## config.mk

```make
export PLATFORM = sky130hd
export DESIGN_NAME = vid_level_sel
export DESIGN_NICKNAME = d
export VERILOG_FILES = /design/src/rtl/vid_level_pkg.sv /design/src/rtl/vid_level_ctrl.sv /design/src/rtl/vid_level_dp.sv /design/src/rtl/vid_level_sel.sv
export SDC_FILE = /design/constraint.sdc
export NUM_CORES = 1
export LEC_CHECK = 0
export CORE_MARGIN = 1
export CORE_UTILIZATION = 34
export CTS_CLUSTER_DIAMETER = 50
export DETAILED_ROUTE_END_ITERATION = 10
export SLEW_MARGIN = 20
export SYNTH_ARGS = -nofsm -noshare
export SYNTH_HDL_FRONTEND = slang
export SYNTH_SLANG_ARGS = --single-unit
export TNS_END_PERCENT = 10
```

## constraint.sdc

```tcl
create_clock -name clk -period 8.9 [get_ports clk]
set_clock_uncertainty 0.2 [all_clocks]
set_input_delay 1.78 -clock clk [delete_from_list [all_inputs] [get_ports clk]]
set_output_delay 1.78 -clock clk [all_outputs]
set_load 0.05 [all_outputs]
```

## src/rtl/vid_level_pkg.sv

```systemverilog
package vid_level_pkg;
  typedef enum logic [2:0] {
    MODE_IBLK = 3'd0,
    MODE_BRT  = 3'd1,
    MODE_OSD  = 3'd2,
    MODE_VID  = 3'd3,
    MODE_GREY = 3'd4
  } chMode_e;

  // strobes from control to datapath
  typedef struct packed {
    logic       blank;
    logic       osdOn;
    logic       greyLight;
    logic       greyDark;
    logic       clamp;
    logic [2:0] osdBits;
  } selStrobe_t;
endpackage

```

## src/rtl/vid_level_ctrl.sv

```systemverilog
module vid_level_ctrl
  import vid_level_pkg::*;
#(
  parameter logic [2:0] GREY_PAT = 3'b101
) (
  input  logic       blankIn,
  input  logic       fastBlankIn,
  input  logic [2:0] osdIn,
  input  logic       greyLightEn,
  input  logic       greyDarkEn,
  output selStrobe_t strobe
);
  logic greyHit;

  always_comb begin
    greyHit          = fastBlankIn && (osdIn == GREY_PAT) && (greyLightEn || greyDarkEn);
    strobe.blank     = blankIn;
    strobe.osdOn     = fastBlankIn && !blankIn;
    strobe.greyLight = greyHit && !blankIn && greyLightEn;
    strobe.greyDark  = greyHit && !blankIn && !greyLightEn && greyDarkEn;
    strobe.clamp     = fastBlankIn;
    strobe.osdBits   = osdIn;
  end
endmodule

```

## src/rtl/vid_level_dp.sv

```systemverilog
module vid_level_dp
  import vid_level_pkg::*;
#(
  parameter int NUM_CH    = 3,
  parameter int BRT_W     = 8,
  parameter int OSDC_W    = 4,
  parameter int LVL_W     = 11,
  parameter int BLACK_OFS = 50,
  parameter int OSD_STEP  = 40
) (
  input  logic                    clk,
  input  logic                    rstN,
  input  selStrobe_t              strobe,
  input  logic [BRT_W-1:0]        brtCode,
  input  logic [OSDC_W-1:0]       osdCont,
  output logic [3*NUM_CH-1:0]     chMode,
  output logic [LVL_W*NUM_CH-1:0] chLevel,
  output logic                    clampSel
);
  logic [LVL_W-1:0] brtLvl, osdAdd, osdQuarter, lightLvl, darkLvl, osdLvl;

  always_comb begin
    brtLvl     = LVL_W'(BLACK_OFS) + LVL_W'(brtCode);
    osdAdd     = LVL_W'(osdCont) * LVL_W'(OSD_STEP);
    osdQuarter = osdAdd >> 2;
    osdLvl     = brtLvl + osdAdd;
    lightLvl   = brtLvl + osdAdd - osdQuarter;
    darkLvl    = brtLvl + osdQuarter;
  end

  always_ff @(posedge clk) begin
    if (!rstN) clampSel <= 1'b0;
    else       clampSel <= strobe.clamp;
  end

  for (genvar ch = 0; ch < NUM_CH; ch++) begin : gCh
    chMode_e          nextMode;
    logic [LVL_W-1:0] nextLevel;

    always_comb begin
      if (strobe.blank) begin
        nextMode  = MODE_IBLK;
        nextLevel = '0;
      end else if (strobe.greyLight) begin
        nextMode  = MODE_GREY;
        nextLevel = lightLvl;
      end else if (strobe.greyDark) begin
        nextMode  = MODE_GREY;
        nextLevel = darkLvl;
      end else if (strobe.osdOn && strobe.osdBits[ch]) begin
        nextMode  = MODE_OSD;
        nextLevel = osdLvl;
      end else if (strobe.osdOn) begin
        nextMode  = MODE_BRT;
        nextLevel = brtLvl;
      end else begin
        nextMode  = MODE_VID;
        nextLevel = brtLvl;
      end
    end

    always_ff @(posedge clk) begin
      if (!rstN) begin
        chMode[3*ch +: 3]         <= MODE_IBLK;
        chLevel[LVL_W*ch +: LVL_W] <= '0;
      end else begin
        chMode[3*ch +: 3]         <= nextMode;
        chLevel[LVL_W*ch +: LVL_W] <= nextLevel;
      end
    end
  end
endmodule

```

## src/rtl/vid_level_sel.sv

```systemverilog
module vid_level_sel
  import vid_level_pkg::*;
#(
  parameter int NUM_CH    = 3,
  parameter int BRT_W     = 8,
  parameter int OSDC_W    = 4,
  parameter int LVL_W     = 11,
  parameter int BLACK_OFS = 50,
  parameter int OSD_STEP  = 40
) (
  input  logic                    clk,
  input  logic                    rstN,
  input  logic                    blankIn,
  input  logic                    fastBlankIn,
  input  logic [NUM_CH-1:0]       osdIn,
  input  logic [BRT_W-1:0]        brtCode,
  input  logic [OSDC_W-1:0]       osdCont,
  input  logic                    greyLightEn,
  input  logic                    greyDarkEn,
  output logic [3*NUM_CH-1:0]     chMode,
  output logic [LVL_W*NUM_CH-1:0] chLevel,
  output logic                    clampSel
);
  selStrobe_t strobe;

  vid_level_ctrl u_ctrl (
    .blankIn     (blankIn),
    .fastBlankIn (fastBlankIn),
    .osdIn       (osdIn),
    .greyLightEn (greyLightEn),
    .greyDarkEn  (greyDarkEn),
    .strobe      (strobe)
  );

  vid_level_dp #(
    .NUM_CH(NUM_CH), .BRT_W(BRT_W), .OSDC_W(OSDC_W), .LVL_W(LVL_W),
    .BLACK_OFS(BLACK_OFS), .OSD_STEP(OSD_STEP)
  ) u_dp (
    .clk      (clk),
    .rstN     (rstN),
    .strobe   (strobe),
    .brtCode  (brtCode),
    .osdCont  (osdCont),
    .chMode   (chMode),
    .chLevel  (chLevel),
    .clampSel (clampSel)
  );
endmodule

```

==> run metrics, run 1 <==
worst path arrival time about 6000 ps; PortBufs 63; Slew headroom 44.8%; GRT overflow 0; CTS tree done; Mean Syn Cell Area approximately 8.3 µm²; CP Capture Type flip-flop; Max Freq between 150 and 200 MHz; Root Driver clkbuf_8; Total GRT Usage between 15 and 20%; most used cell, CP ha_1; DRC violations left 0; Die Span Y approximately 90 µm; violation count after the first detailed-route iteration 215; simple-gate portion of the synthesized area a little over a fifth; I/O pin total 64; Layout fillers 806; crit-path max FO 6; layout cells sized above 1 approximately 5.5%; fin util between 40 and 50%; register area 701 µm²; Nets 430; first-pass GRT wire length around 12000 µm; largest net degree at the start of global routing 18; pwr/cell area 163 nW/µm²; Hold Fails Final Rpt 0; total chip power approximately 0.56 mW; syn_nets approximately 380; FFs w/ async S/R, synth 0%; Least-Margin Pin Slew between 800 and 900 ps; Die X slightly above 90 µm; vias approximately 2600; worst hold margin around 1900 ps; drt pass-1 iters 7; peak supply drop around 0.05 mV; Critical Path, Cell by Cell clkdlybuf4s50_1 -> ha_1 -> ha_1 -> inv_1 -> fa_1 -> inv_1 -> ha_1 -> o21a_1 -> o31a_1 -> a21oi_1 -> ha_1 -> o21a_1 -> a21oi_1 -> a31oi_1 -> nor3_1 -> a21oi_1 -> or4b_1; Seq/Total Area, Yosys roughly 26%; mapped cell area between 2000 and 3000 µm²; most numerous cell in the Yosys netlist dfxtp_1; TNS Setup 0 ps; RSZ-0062 raised after global routing false; critical path type primary input to flip-flop; Post-Route WL between 7000 and 8000 µm; Post-CTS Hold Buffers 0; Num CTS Buffers 5; vias in the first global route roughly 2400; Tcrit/Tclk final around two thirds; leak pwr 1.44 nW; row count 32; Yosys top cell area share 26.0%; Compound-Gate Fraction of Synth Area 24.9%; outcome finished, final reports clean; Starting Density between 30% and 40%; post-synthesis register bit count 35; Max-Cap Viols 0; Via density about 5.3; EDFF count, synth 0; largest family of logic cells by synthesized area compound AO/OA/AOI/OAI gates; H-tree Lvls 2; die area 8290 µm²; clock sinks 35; Ant. Diodes 0; Core ar. ~7700 µm²; Setup Fix Bufs, Post-CTS 0; fin worst setup slack 2890 ps; post-synthesis mux area share less than 1%; ranking of synthesized cells by area dfxtp_1 (26%), ha_1 (12%), a21oi_1 (5.2%); Period minus WS final 6010 ps; gpl congestion 0.849; slowest stage delay, CP 540 ps; YS warnings 0; Synth Area in Adders 14.6%; Netlist cell types 52; area grow syn2layout 27.6%; final setup violation count 0; Hold Path Class primary input to flip-flop; Post-Syn Instances between 300 and 400; Setup WS pre-CTS between 2000 and 3000 ps; Post-synth top flop dfxtp_1; post-detail-place hpwl 5780 µm; clk slew on worst S/H paths ~70 ps; DR WL/cell ~15 µm; post-cts sizing count 0; Slowest cell on crit path clkdlybuf4s50_1; Routed Antenna Nets 0; area occupied by multi-input gates 1810 µm²; critical path startpoint category primary input; fin. max-slew vios 0; Crit path required time between 8000 and 9000 ps; initial antenna violation count 0; clock tree buffer depth 2; XOR/XNOR Fraction of Synth Area about 5.5%; area leader, netlist dfxtp_1; Post-synth top cells dfxtp_1 (35), a21oi_1 (28), ha_1 (25), nand2_1 (25), nor2_1 (25)
==> sequential cells by signal, summed over array words and instances, names as in the netlist <==
| name | cells |
|---|---|
| u_dp.chMode | 7 |
| u_dp.clampSel | 1 |
| u_dp.chLevel | 27 |
==> area by class of cell <==
| cell class | instances | area share, % |
|---|---|---|
| inverters | 22 | 2.40 |
| multi-input cells | 253 | 52.7 |
| well taps | 102 | 3.71 |
| clock buffers | 6 | 2.11 |
| flip-flops and latches | 35 | 20.4 |
| clock inverters | 2 | 0.364 |
| repair buffers | 63 | 18.3 |
==> placed cells by master, fill, tap and decap left out, types with 5 or more instances in the layout <==
master            n
dfxtp_1          35
nor2_1           25
nor3_1            6
o21a_1            9
a211oi_1         12
clkbuf_8          5
xnor2_1          12
o21ai_0          20
clkdlybuf4s50_1  63
a21o_1            5
xor2_1            5
a21oi_1          28
inv_1            22
ha_1             25
nand2_1          25
nand3_1           9
==> metal layers <==
metal,wire length (µm),GRT usage [%],up-vias
met4,132,6.08,0
met2,3340,30.0,92
li1,-,-,1271
met5,0,0,-
met3,375,2.18,11
met1,3370,23.4,1204
==> cells by family (layout without fill, tap and decap cells) <==
| logic type | Yosys count | count (layout) |
|---|---|---|
| multiplexers | 1 | 1 |
| flip-flops | 35 | 35 |
| buffers and inverters | 38 | 93 |
| AO/OA/AOI/OAI | 103 | 103 |
| XOR/XNOR | 17 | 17 |
| adder cells (fa/ha/maj) | 29 | 29 |
| AND/OR/NAND/NOR | 103 | 103 |
==> power breakdown <==
group	internal [mW]	switching, mW
logic	0.114	0.172
clock network	0.0546	0.0555
registers	0.164	0.00204
total	0.332	0.230
==> stage by stage <==
step / instances / instance area (µm²)
final: 483 / 3440
after floorplan: 326 / 2700
after global routing: 483 / 3440
after CTS: 483 / 3440
after global placement: 475 / 3360
after detailed placement: 475 / 3360
==> worst paths after layout <==
check / to / slack (ps) / depth (start not counted) / from
min: u_dp.chLevel[0]$_SDFF_PP0_ / 1860 / 2 / brtCode[0]
max: u_dp.chLevel[21]$_SDFF_PP0_ / 2890 / 17 / osdCont[1]
==> critical path: cells and delay by family <==
kind,cells,cell delay (ps)
AO/OA/AOI/OAI,7,1220
AND/OR/NAND/NOR,2,530
buffers and inverters,3,680
adder cells (fa/ha/maj),5,1760
Power figures use the tool's default switching activity.
==> run 2: changes to the inputs <==
==> constraint.sdc (replaced) <==
create_clock -name clk -period 5.2 [get_ports clk]
set_clock_uncertainty 0.2 [all_clocks]
set_input_delay 1.04 -clock clk [delete_from_list [all_inputs] [get_ports clk]]
set_output_delay 1.04 -clock clk [all_outputs]
set_load 0.05 [all_outputs]
==> run metrics, run 2 (synthesis results as in run 1) <==
Root Driver clkbuf_8; Max-Cap Viols 0 (unchanged); violation count after the first detailed-route iteration 136 (-37%); commonest cells after routing, fill and taps aside clkdlybuf4s50_1 (63), dfxtp_1 (35), a21oi_1 (28); Comb pwr share 49.8% (-1.0 points); vias 2608 (+1.2%); Max Freq 205 MHz; critical path startpoint category primary input; initial antenna violation count 0 (unchanged); most common cell after layout, fill and taps aside clkdlybuf4s50_1; Regs by FF count u_dp.chLevel x27, u_dp.chMode x7, u_dp.clampSel x1; TNS Setup 0 ps (unchanged); Num CTS Buffers 5 (unchanged); fin. max-slew vios 0 (unchanged); Die Span Y 91.1 µm (unchanged); Post-CTS Hold Buffers 0 (unchanged); die area 8290 µm² (unchanged); GRT overflow 0 (unchanged); final setup violation count 0 (unchanged); Hold Path Class primary input to flip-flop; Post-Route WL 7270 µm (+0.73%); row count 32 (unchanged); CP Capture Type flip-flop; peak supply drop 0.111 mV (+120%); gpl congestion 0.908 (+6.9%); leak pwr 1.52 nW (+5.2%); Worst Hold Path EP u_dp.chLevel[0]$_SDFF_PP0_; Starting Density 35.1% (unchanged); area grow syn2layout 32.0%; DRC violations left 0 (unchanged); critical path type primary input to flip-flop; fin area 3560 µm² (+3.4%); first-pass GRT wire length 12000 µm (+2.2%); drt pass-1 iters 5 (-2); PortBufs 63 (unchanged); Ant. Diodes 0 (unchanged); Die X 91.1 µm (unchanged); Tcrit/Tclk final a little over nine tenths; largest net degree at the start of global routing 18 (unchanged); Least-Margin Pin Slew 873 ps (+47.7 ps); Setup Fix Bufs, Post-CTS 0 (unchanged); worst path arrival time 4850 ps (-1120 ps); Post-DP Area 3450 µm² (+2.7%); Layout fillers 779 (-3.3%); Period minus WS final between 4000 and 5000 ps; Largest register FFs 27 (unchanged); clock tree buffer depth 2 (unchanged); Net Sw Frac 38.3% (-2.6 points); Slew headroom 41.7% (-3.2 points); layout cells sized above 1 8.65% (+3.1 points); Crit path required time 5170 ps (-3700 ps); total chip power 1.04 mW (+86%); sequential share of power 27.3% (-2.3 points); Setup WS pre-CTS 10.9 ps (-2630 ps); Via density 5.27 (-1.3%); H-tree Lvls 2 (unchanged); CTS tree done; clk slew on worst S/H paths 70 ps (about the same); clock sinks 35 (unchanged); post-cts sizing count 0 (unchanged); outcome finished, final reports clean; Top reg by flops u_dp.chLevel; pwr/cell area 293 nW/µm² (+80%); I/O pin total 64 (unchanged); vias in the first global route 2553 (+7.5%); RSZ-0062 raised after global routing false; Switch Pwr 0.400 mW (+74%); post-detail-place hpwl 5950 µm (+2.8%); DR WL/cell 14.7 µm (-1.7%); Core ar. 7690 µm² (unchanged); min-delay src brtCode[0]; Nets 442 (+2.8%); power share of the clock group 23.0% (+3.4 points); fin worst setup slack 311 ps (-2580 ps); Hold Path Depth 2 (unchanged); Routed Antenna Nets 0 (unchanged); Pint 0.645 mW (+94%); Total GRT Usage 17.8% (+0.029 points); Hold Fails Final Rpt 0 (unchanged); crit-path max FO 4 (-2)
## run 2: cell types whose count changed in the layout (fill, tap and decap cells not counted), sizes merged
cell / delta
clkbuf: -1
clkinv: +1
bufinv: +1
buf: +12
clkinvlp: -1
## run 2: area by class of cell
class	count	area, µm²	share of cell area, %
Multi-Input combinational cell	253	1810	51.0
Clock buffer	5	68.8	1.93
Sequential cell	35	701	19.7
Clock inverter	3	43.8	1.23
Timing Repair Buffer	75	721	20.3
Tap cell	102	128	3.59
Inverter	22	82.6	2.32
## run 2: stage by stage
step           utilization [%]  cells  hold slack [ps]
2_1_floorplan                -    326              932
3_3_place_gp              44.8    487             1420
3_5_place_dp              44.8    487             1430
4_1_cts                   46.3    495             1120
5_1_grt                   46.3    495             1130
6_report                  46.3    495             1120
## run 2: power by group through the flow
stage / clock (mW) / combinational (mW) / sequential (mW)
detailed placement: 0 / 0.510 / 0.291
global route: 0.261 / 0.566 / 0.286
finish: 0.240 / 0.520 / 0.285
global placement: 0 / 0.503 / 0.291
CTS: 0.245 / 0.513 / 0.285
floorplan: 0 / 0.309 / 0.338
## run 2: routing by layer
layer	up-vias	GRT usage, %	share of wire [%]
li1	1304	-	-
met1	1206	23.4	46
met2	92	30.6	47
met3	6	2.60	5.7
met4	0	4.37	0.98
met5	-	0	0
## run 2: how the worst max path moves through the flow
stage | from | end | slack, ps | cells past startpoint
6_report | brtCode[2] | u_dp.chLevel[32]$_SDFF_PP0_ | 310 | 18
5_1_grt | brtCode[2] | u_dp.chLevel[10]$_SDFF_PP0_ | 20 | 19
3_3_place_gp | brtCode[2] | u_dp.chLevel[32]$_SDFF_PP0_ | 90 | 18
2_1_floorplan | osdCont[1] | u_dp.chLevel[21]$_SDFF_PP0_ | 690 | 16
4_1_cts | osdCont[3] | u_dp.chLevel[10]$_SDFF_PP0_ | 320 | 18
3_5_place_dp | osdCont[3] | u_dp.chLevel[10]$_SDFF_PP0_ | 10 | 18
## run 2: critical path, stage by stage
cell and delay (ps):
clkdlybuf4s50_1 450, ha_1 230, a21oi_1 240, xnor2_1 220, inv_1 170, ha_1 350
o21ai_0 240, nor2_1 60, or2_2 340, inv_1 100, ha_1 210, o21a_1 160
a21oi_1 70, a31oi_1 170, buf_4 150, nor3_1 40, a21oi_1 180, or4b_1 440
==> run 3: changes to the inputs <==
--- a/config.mk
+++ b/config.mk
@@ -5,6 +5,7 @@
 export SDC_FILE = /design/constraint.sdc
 export NUM_CORES = 1
 export LEC_CHECK = 0
+export ABC_CLOCK_PERIOD_IN_PS = 5200
 export CORE_MARGIN = 1
 export CORE_UTILIZATION = 34
 export CTS_CLUSTER_DIAMETER = 50
==> results of run 3 <==
Same layout as run 2: the final DEF is identical, and so are final timing and power.
